==> src/rtl/pwm_rate_pkg.sv <==
package pwm_rate_pkg;
  typedef enum logic [1:0] {
    FREQ_STOP = 2'd0,
    FREQ_SLOW = 2'd1,
    FREQ_MID  = 2'd2,
    FREQ_FAST = 2'd3
  } freq_e;
endpackage

==> src/rtl/pwm_sync.sv <==
module pwm_sync #(
  parameter int W = 8
) (
  input  logic         clk,
  input  logic [W-1:0] d_i,
  output logic [W-1:0] q_o
);
  logic [W-1:0] meta_q;

  always_ff @(posedge clk) begin
    meta_q <= d_i;
    q_o    <= meta_q;
  end
endmodule

==> src/rtl/pwm_rate_sel.sv <==
module pwm_rate_sel
  import pwm_rate_pkg::*;
(
  input  logic       clk,
  input  logic       rst,
  input  logic [2:0] press_i,
  output freq_e      code_o
);
  always_ff @(posedge clk) begin
    if (rst)             code_o <= FREQ_STOP;
    else if (press_i[0]) code_o <= FREQ_SLOW;
    else if (press_i[1]) code_o <= FREQ_MID;
    else if (press_i[2]) code_o <= FREQ_FAST;
  end

  // the selection holds while no rate button is pressed
  assert_hold_sel_R6: assert property (@(posedge clk) disable iff (rst)
    (press_i == 3'b000) |=> $stable(code_o));
endmodule

==> src/rtl/pwm_clk_div.sv <==
module pwm_clk_div
  import pwm_rate_pkg::*;
#(
  parameter int          TC_W    = 23,
  parameter int unsigned TC_SLOW = 4999999,
  parameter int unsigned TC_MID  = 4999,
  parameter int unsigned TC_FAST = 49
) (
  input  logic  clk,
  input  logic  rst,
  input  freq_e code_i,
  output logic  tick_o
);
  logic [TC_W-1:0] dcnt_q;
  logic [TC_W-1:0] tc_cur;
  freq_e           prev_q;
  logic            chg;

  always_comb begin
    case (code_i)
      FREQ_SLOW: tc_cur = TC_W'(TC_SLOW);
      FREQ_MID:  tc_cur = TC_W'(TC_MID);
      FREQ_FAST: tc_cur = TC_W'(TC_FAST);
      default:   tc_cur = '0;
    endcase
  end

  assign chg = (code_i != prev_q);

  always_ff @(posedge clk) begin
    if (rst) begin
      dcnt_q <= '0;
      tick_o <= 1'b0;
      prev_q <= FREQ_STOP;
    end else begin
      prev_q <= code_i;
      if (chg || code_i == FREQ_STOP) begin
        dcnt_q <= '0;
      end else if (dcnt_q == tc_cur) begin
        dcnt_q <= '0;
        tick_o <= ~tick_o;
      end else begin
        dcnt_q <= dcnt_q + 1'b1;
      end
    end
  end

  // a stopped divider never moves its tick
  assert_stop_still_R2: assert property (@(posedge clk) disable iff (rst)
    (code_i == FREQ_STOP) |=> $stable(tick_o));

  // with a settled selection the count never passes the terminal value
  assert_cnt_bound_R7: assert property (@(posedge clk) disable iff (rst)
    (code_i == prev_q) |-> (dcnt_q <= tc_cur));
endmodule

==> src/rtl/pwm_core.sv <==
module pwm_core #(
  parameter int CNT_W = 5,
  parameter int SW_W  = 4
) (
  input  logic             clk,
  input  logic             rst,
  input  logic             tick_i,
  input  logic [SW_W-1:0]  sw_i,
  output logic [CNT_W-1:0] cnt_o,
  output logic             pwm_o
);
  localparam int               SHIFT   = CNT_W - SW_W;
  localparam logic [CNT_W-1:0] THR_DEF = CNT_W'(1) << (CNT_W - 1);

  logic             tick_d;
  logic             rise;
  logic [CNT_W-1:0] thr_q;

  assign rise = tick_i & ~tick_d;

  always_ff @(posedge clk) begin
    if (rst) begin
      tick_d <= 1'b0;
      cnt_o  <= '0;
      thr_q  <= THR_DEF;
      pwm_o  <= 1'b0;
    end else begin
      tick_d <= tick_i;
      thr_q  <= CNT_W'(sw_i) << SHIFT;
      pwm_o  <= (cnt_o >= thr_q);
      if (rise) cnt_o <= cnt_o + 1'b1;
    end
  end

  // one step per tick rise, wrapping naturally
  assert_step_R8: assert property (@(posedge clk) disable iff (rst)
    rise |=> (cnt_o == CNT_W'($past(cnt_o) + 1'b1)));

  // no movement between tick rises
  assert_idle_R8: assert property (@(posedge clk) disable iff (rst)
    !rise |=> $stable(cnt_o));
endmodule

==> src/rtl/pwm_rate_gen.sv <==
module pwm_rate_gen
  import pwm_rate_pkg::*;
#(
  parameter int          TC_W    = 23,
  parameter int unsigned TC_SLOW = 4999999,
  parameter int unsigned TC_MID  = 4999,
  parameter int unsigned TC_FAST = 49,
  parameter int          CNT_W   = 5,
  parameter int          SW_W    = 4
) (
  input  logic             clk,
  input  logic [3:0]       btn_i,
  input  logic [SW_W-1:0]  sw_i,
  output logic             pwm_o,
  output logic             div_clk_o,
  output logic [CNT_W-1:0] led_o,
  output logic [1:0]       freq_code_o
);
  localparam int SYNC_W = SW_W + 4;

  logic [SYNC_W-1:0] sync_q;
  logic              rst_s;
  freq_e             code;

  pwm_sync #(.W(SYNC_W)) sync_i (
    .clk (clk),
    .d_i ({sw_i, btn_i}),
    .q_o (sync_q)
  );

  assign rst_s = sync_q[3];

  pwm_rate_sel sel_i (
    .clk     (clk),
    .rst     (rst_s),
    .press_i (sync_q[2:0]),
    .code_o  (code)
  );

  pwm_clk_div #(
    .TC_W(TC_W), .TC_SLOW(TC_SLOW), .TC_MID(TC_MID), .TC_FAST(TC_FAST)
  ) div_i (
    .clk    (clk),
    .rst    (rst_s),
    .code_i (code),
    .tick_o (div_clk_o)
  );

  pwm_core #(.CNT_W(CNT_W), .SW_W(SW_W)) core_i (
    .clk    (clk),
    .rst    (rst_s),
    .tick_i (div_clk_o),
    .sw_i   (sync_q[SYNC_W-1:4]),
    .cnt_o  (led_o),
    .pwm_o  (pwm_o)
  );

  assign freq_code_o = code;

  // reset forces the stopped code on the next edge
  assert_reset_code_R1: assert property (@(posedge clk)
    rst_s |=> (freq_code_o == 2'd0));
endmodule

==> config.mk <==
export PLATFORM = sky130hd
export DESIGN_NAME = pwm_rate_gen
export DESIGN_NICKNAME = d
export VERILOG_FILES = /design/src/rtl/pwm_rate_pkg.sv /design/src/rtl/pwm_sync.sv /design/src/rtl/pwm_rate_sel.sv /design/src/rtl/pwm_clk_div.sv /design/src/rtl/pwm_core.sv /design/src/rtl/pwm_rate_gen.sv
export SDC_FILE = /design/constraint.sdc
export NUM_CORES = 1
export LEC_CHECK = 0
export BUFFER_PORTS_ARGS = -buffer_cell sky130_fd_sc_hd__buf_2
export CAP_MARGIN = 10
export CORE_MARGIN = 2
export CORE_UTILIZATION = 40
export DETAILED_ROUTE_END_ITERATION = 10
export HOLD_SLACK_MARGIN = 0.03
export PLACE_DENSITY = 0.7
export SYNTH_ARGS = -nofsm -noshare
export SYNTH_HDL_FRONTEND = slang
export SYNTH_HIERARCHICAL = 1
export SYNTH_SLANG_ARGS = --single-unit
export TNS_END_PERCENT = 10
==> constraint.sdc <==
create_clock -name clk -period 1.7 [get_ports clk]
set_input_delay 0.085 -clock clk [delete_from_list [all_inputs] [get_ports clk]]
set_output_delay 0.085 -clock clk [all_outputs]
set_load 0.005 [all_outputs]
==> results of run 1 <==
metal layers:
layer  vias to the layer above  part of all wire [%]
li1                        830                     -
met1                       700                    47
met2                        20                    48
met3                         7                   2.2
met4                         0                   2.9
met5                         -                     0
critical path, delay by kind of cell, from the launching register on:
kind,cells,cell delay (ps)
AO/OA/AOI/OAI,2,410
adder cells (fa/ha/maj),1,150
AND/OR/NAND/NOR,3,540
flip-flops,1,390
buffers and inverters,2,240
cell type report:
type	count	share of cell area, %
Sequential cell	55	41.4
Multi-Input combinational cell	147	37.5
Timing Repair Buffer	46	12.5
Tap cell	70	3.27
Clock buffer	5	2.57
Inverter	11	1.73
Clock inverter	3	1.07
power groups by stage:
| stage | logic [mW] | registers [mW] | clock network, mW |
|---|---|---|---|
| after detailed placement | 0.136 | 1.37 | 0 |
| after floorplan | 0.0819 | 1.37 | 0 |
| after global placement | 0.134 | 1.37 | 0 |
| after CTS | 0.151 | 1.34 | 0.792 |
| after global routing | 0.173 | 1.35 | 0.838 |
| final | 0.155 | 1.34 | 0.762 |
layout by cell type (no fill, tap or decap), types with 2 or more instances in the layout:
master,synthesis,routed
or4_1,2,2
dfxtp_1,55,53
xnor2_1,10,10
nor4_2,2,2
clkbuf_8,0,5
buf_2,1,17
mux2i_1,2,2
or3_1,3,2
nor2_1,37,36
inv_4,0,2
nand3_1,11,11
nor4_1,3,3
ha_1,10,8
xor2_1,16,16
inv_6,0,2
dfxtp_4,0,2
dlygate4sd3_1,0,8
inv_1,11,9
buf_4,2,20
nand4_1,9,9
mux2_1,2,2
and4_1,2,2
nor3_1,5,5
nor2b_1,6,6
o21bai_1,2,2
nand2_1,9,9
cell families after synthesis:
family,share of synthesized area [%]
buffers and inverters,2.87
AO/OA/AOI/OAI,3.75
adder cells (fa/ha/maj),5.86
multiplexers,1.99
AND/OR/NAND/NOR,23.3
XOR/XNOR,10.7
flip-flops,51.6
how the worst min path moves through the flow:
stage	from	endpoint	slack, ps	cells after the start
6_report	sync_i/meta_q[0]	sync_i/q_o[0]	340	0
5_1_grt	sync_i/meta_q[0]	sync_i/q_o[0]	340	0
4_1_cts	sync_i/meta_q[6]	sync_i/q_o[6]	340	0
3_5_place_dp	sw_i[2]	sync_i/meta_q[6]	190	1
3_3_place_gp	btn_i[3]	sync_i/meta_q[3]	190	1
2_1_floorplan	btn_i[0]	sync_i/meta_q[0]	110	0
flip-flops by register name (all words and copies together), names as in the netlist:
| register | flops |
|---|---|
| div_i/dcnt_q | 23 |
| sync_i/meta_q | 8 |
| sync_i/q_o | 8 |
| core_i/cnt_o | 5 |
| core_i/thr_q | 4 |
| div_i/prev_q | 2 |
| sel_i/code_o | 2 |
| core_i/pwm_o | 1 |
| core_i/tick_d | 1 |
| div_i/tick_o | 1 |
repair_timing:
action / in CTS / in global routing
setup endpoints to repair: 24 / 24
hold buffers: 8 / 0
gates resized for setup: 2 / 5
hold endpoints to repair: 8 / 0
cloned: 0 / 0
pin swaps: 3 / 3
through the flow:
step	instance area, um^2	utilization, %	std cells
6_report	2680	52.1	337
5_1_grt	2680	52.1	337
4_1_cts	2660	51.8	337
3_5_place_dp	2480	48.2	321
3_3_place_gp	2480	48.2	321
2_1_floorplan	2160	-	216
==> results.cfg, run 1 <==
[outcome]
status = finished with violations
violations = setup timing

[grt]
grt_pass1_vias = 1541
met2_usage_pct = 23.2
grt_max_degree = 24
busiest_layer = met2
antenna_found_initial = 0
met3_usage_pct = 3.29
grt_pass1_wl_um = 6590
overflow = 0
grt.total_usage_pct = 13.8
use_met1_pct = 16.2

[clock_tree]
clock_sinks = 55
cts_buffers = 5
post_cts_buffers = 0
cts_buffer_depth = 2
cts_tree = yes
htreeDepth = 2
clockRootBuffer = clkbuf_8
insertion_delay_ps = 310
path_clk_slew_ps = 100

[critical_path]
cp.arrival_ps = 2050
r2r_setup_slack_ps = -140
startpoint_type = register
cp_data_required_time_ps = 1910
timing.rr.end = div_i/dcnt_q[9]
r2r_cells = 8
cp_slowest_cell = dfxtp_4
end_kind = register
cp-startpoint = sel_i/code_o[1]
crit_fanout = 23
reg2reg_from = sel_i/code_o[1]
path_cells = inv_4 -> ha_4 -> or3_1 -> a22oi_2 -> nand4_1 -> o21ai_2 -> buf_12 -> nor2_1
worstSetupPathType = register to register
critPathMaxStageDelay_ps = 390
cp-endpoint = div_i/dcnt_q[9]

[cells_and_area]
multi_input_area_um2 = 1000
area_growth_syn_to_layout_pct = 25.6
regArea_um2 = 1110
diodes = 0
finalNetCount = 285
drive_gt1_share_pct = 23.6
fillCellCount = 484

[logic_synthesis]
synth_edf_count = 0
avgSynthCellArea_um2 = 9.88
synth_flop_cell = dfxtp_1
synth.distinct_cells = 35
async_reset_ff_share_pct = 0
netlist_instances = 216
yosysMostFrequentCell = dfxtp_1
ys_top_cells_by_count = 55 x dfxtp_1, 37 x nor2_1, 16 x xor2_1, 11 x inv_1, 11 x nand3_1
yosysSeqAreaShare_pct = 51.6
synth.top_cell.area_share_pct = 51.6
synth_warnings = 6
synthTopCellsByArea = dfxtp_1 52%, xor2_1 6.6%, nor2_1 6.5%
synth_area_um2 = 2130
ys_ff_latch = 55
yosysTopAreaCell = dfxtp_1
synth_nets = 235

[pwr]
vdd_drop_max_uv = 625
clock_power_share_pct = 33.7
p_comb_share_pct = 6.9
p_total_mw = 2.26
p_sw_mw = 0.543
p_int_mw = 1.72
powerDensity_nw_per_um2 = 843
seq_power_share_pct = 59.4
swShare_pct = 24.0
power_leakage_nw = 1.09

[min_path]
hp-class = register to register

[routing]
avgRoutedWirePerCell_um = 10.7
drtIter0Drc = 69
via_per_inst = 4.62
first_pass_iters = 4
antenna_left = 0
vias = 1557
wl_um = 3620
drc_errors = 0

[floorplanning]
ios = 18
die_h_um = 77.1
die_area_um2 = 5940
rows = 26
initial_core_util_pct = 41.5
fp.dieW_um = 77.1
core_um2 = 5140

[timing]
skew_ps = 6.91
final_hold_viol_count = 0
setup_slack_ps = -139
fin_tns_setup_ps = -3090
rsz0062_at_grt = true
relSlewSlack_pct = 72.1
period_needed_ps = 1840
whs_ps = 337
period_share_pct = 108
report.final.slew_viol_count = 0
setup_viol = 24
worst_pin_slew_ps = 415
fmax_mhz = 544

[placed_design]
hpwlAfterDp_um = 2630
place_ws_ps = -112
numPortBuffers = 17
gp_congestion = 0.800

[flow_run]
maxCapViolCount = 0
(Power assumes the default switching activity.)
==> run 2: changes to the inputs <==
--- a/config.mk
+++ b/config.mk
@@ -7,11 +7,13 @@
 export LEC_CHECK = 0
 export BUFFER_PORTS_ARGS = -buffer_cell sky130_fd_sc_hd__buf_2
 export CAP_MARGIN = 10
+export CORE_ASPECT_RATIO = 1.25
 export CORE_MARGIN = 2
 export CORE_UTILIZATION = 40
 export DETAILED_ROUTE_END_ITERATION = 10
 export HOLD_SLACK_MARGIN = 0.03
 export PLACE_DENSITY = 0.7
+export SKIP_LAST_GASP = 1
 export SYNTH_ARGS = -nofsm -noshare
 export SYNTH_HDL_FRONTEND = slang
 export SYNTH_HIERARCHICAL = 1
==> results.cfg, run 2 (synthesized netlist as in run 1, its figures left out) <==
[pwr]
swShare_pct = 24.0
p_int_mw = 1.72
powerDensity_nw_per_um2 = 856
vdd_drop_max_uv = 762
clock_power_share_pct = 34.2
p_sw_mw = 0.543
seq_power_share_pct = 59.3
p_comb_share_pct = 6.5
p_total_mw = 2.26
power_leakage_nw = 1.09

[clock_tree]
cts_resized = 0
cts_buffers = 5
post_cts_buffers = 0
cts_tree = yes
clockRootBuffer = clkbuf_8
cts_buffer_depth = 2
htreeDepth = 2
path_clk_slew_ps = 100
insertion_delay_ps = 310
clock_sinks = 55

[critical_path]
crit_fanout = 23
cp.arrival_ps = 2010
cp_data_required_time_ps = 1910
r2r_setup_slack_ps = -100
end_kind = register
worstSetupPathType = register to register
critPathMaxStageDelay_ps = 390
startpoint_type = register
cp_slowest_cell = dfxtp_4
path_cells = inv_2 -> ha_1 -> or3_1 -> a22oi_2 -> nand4_1 -> o21ai_2 -> buf_12 -> nor2_1

[cells_and_area]
layout_commonest_cell = dfxtp_1
fillCellCount = 455
drive_gt1_share_pct = 21.4
finalNetCount = 284
final_area_um2 = 2640
multi_input_area_um2 = 985
largest_register = div_i/dcnt_q
diodes = 0
regArea_um2 = 1110
largest_reg_flops = 23
area_growth_syn_to_layout_pct = 23.7
reg_top3 = div_i/dcnt_q (23), sync_i/meta_q (8), sync_i/q_o (8)
final_cell_mix = 53 x dfxtp_1, 37 x nor2_1, 19 x buf_4

[outcome]
status = finished with violations
violations = setup timing

[floorplanning]
die_h_um = 85.7
core_um2 = 5120
die_area_um2 = 5940
initial_core_util_pct = 41.7
ios = 18
rows = 29
fp.dieW_um = 69.3

[grt]
grt_pass1_vias = 1643
grt_max_degree = 24
grt_pass1_wl_um = 6710
grt.total_usage_pct = 13.8
overflow = 0
antenna_found_initial = 0

[timing]
period_share_pct = 106
relSlewSlack_pct = 74.8
period_needed_ps = 1800
setup_viol = 24
fin_tns_setup_ps = -2200
skew_ps = 4.57
setup_slack_ps = -99.2
fmax_mhz = 556
rsz0062_at_grt = true
final_hold_viol_count = 0
worst_pin_slew_ps = 374
report.final.slew_viol_count = 0

[placed_design]
gp_congestion = 0.787
place_area_um2 = 2460
numPortBuffers = 17
hpwlAfterDp_um = 2800

[routing]
via_per_inst = 4.87
wl_um = 3770
first_pass_iters = 4
drc_errors = 0
avgRoutedWirePerCell_um = 11.5
drtIter0Drc = 38
vias = 1597
antenna_left = 0

[min_path]
hp-class = register to register

[flow_run]
maxCapViolCount = 0
[run 2: layer usage]
layer	up-vias	part of all wire (%)	global-route usage, %
met4	0	1.2	5.70
met5	-	0	0
met2	20	52	25.6
met1	749	45	15.3
li1	824	-	-
met3	4	1.9	2.70
[run 2: power groups by stage]
stage | sequential, mW | clock [mW] | combinational [mW]
detailed placement | 1.37 | 0 | 0.134
finish | 1.34 | 0.772 | 0.147
global route | 1.35 | 0.847 | 0.165
global placement | 1.37 | 0 | 0.129
floorplan | 1.37 | 0 | 0.0819
CTS | 1.34 | 0.806 | 0.148
[run 2: stage by stage]
| stage | utilization, % | instances | worst slack [ps] | hold WS [ps] |
|---|---|---|---|---|
| 2_1_floorplan | - | 216 | -64.5 | 113 |
| 3_3_place_gp | 48.1 | 312 | -37.4 | 188 |
| 3_5_place_dp | 48.1 | 312 | -103 | 189 |
| 4_1_cts | 51.6 | 328 | -122 | 342 |
| 5_1_grt | 51.6 | 328 | -249 | 349 |
| 6_report | 51.6 | 328 | -99.2 | 338 |
[run 2: path summary, 6_finish.rpt]
check,cells past startpoint,to,from
setup reg to reg,8,div_i/dcnt_q[6],sel_i/code_o[0]
setup / recovery,8,div_i/dcnt_q[6],sel_i/code_o[0]
hold reg to reg,0,sync_i/q_o[3],sync_i/meta_q[3]
hold / removal,0,sync_i/q_o[3],sync_i/meta_q[3]
[run 2: timing repair]
item | in CTS | in global routing
setup endpoints to repair | 24 | 24
gates cloned | 0 | 0
hold endpoints to repair | 8 | 0
hold buffers | 8 | 0
[run 2: critical path, delay by kind of cell, from the launching register on]
family | cells | cell delay [ps]
flops | 1 | 390
fa+ha+maj | 1 | 200
compound gates | 2 | 340
simple gates | 3 | 540
buf+inv | 2 | 230
[run 2: cell type report]
class | instances | area share (%)
clock buffer | 5 | 2.61
timing repair buffer | 45 | 12.4
multi-input combinational | 147 | 37.3
sequential | 55 | 42.0
clock inverter | 3 | 1.18
inverter | 11 | 1.56
tap | 62 | 2.94
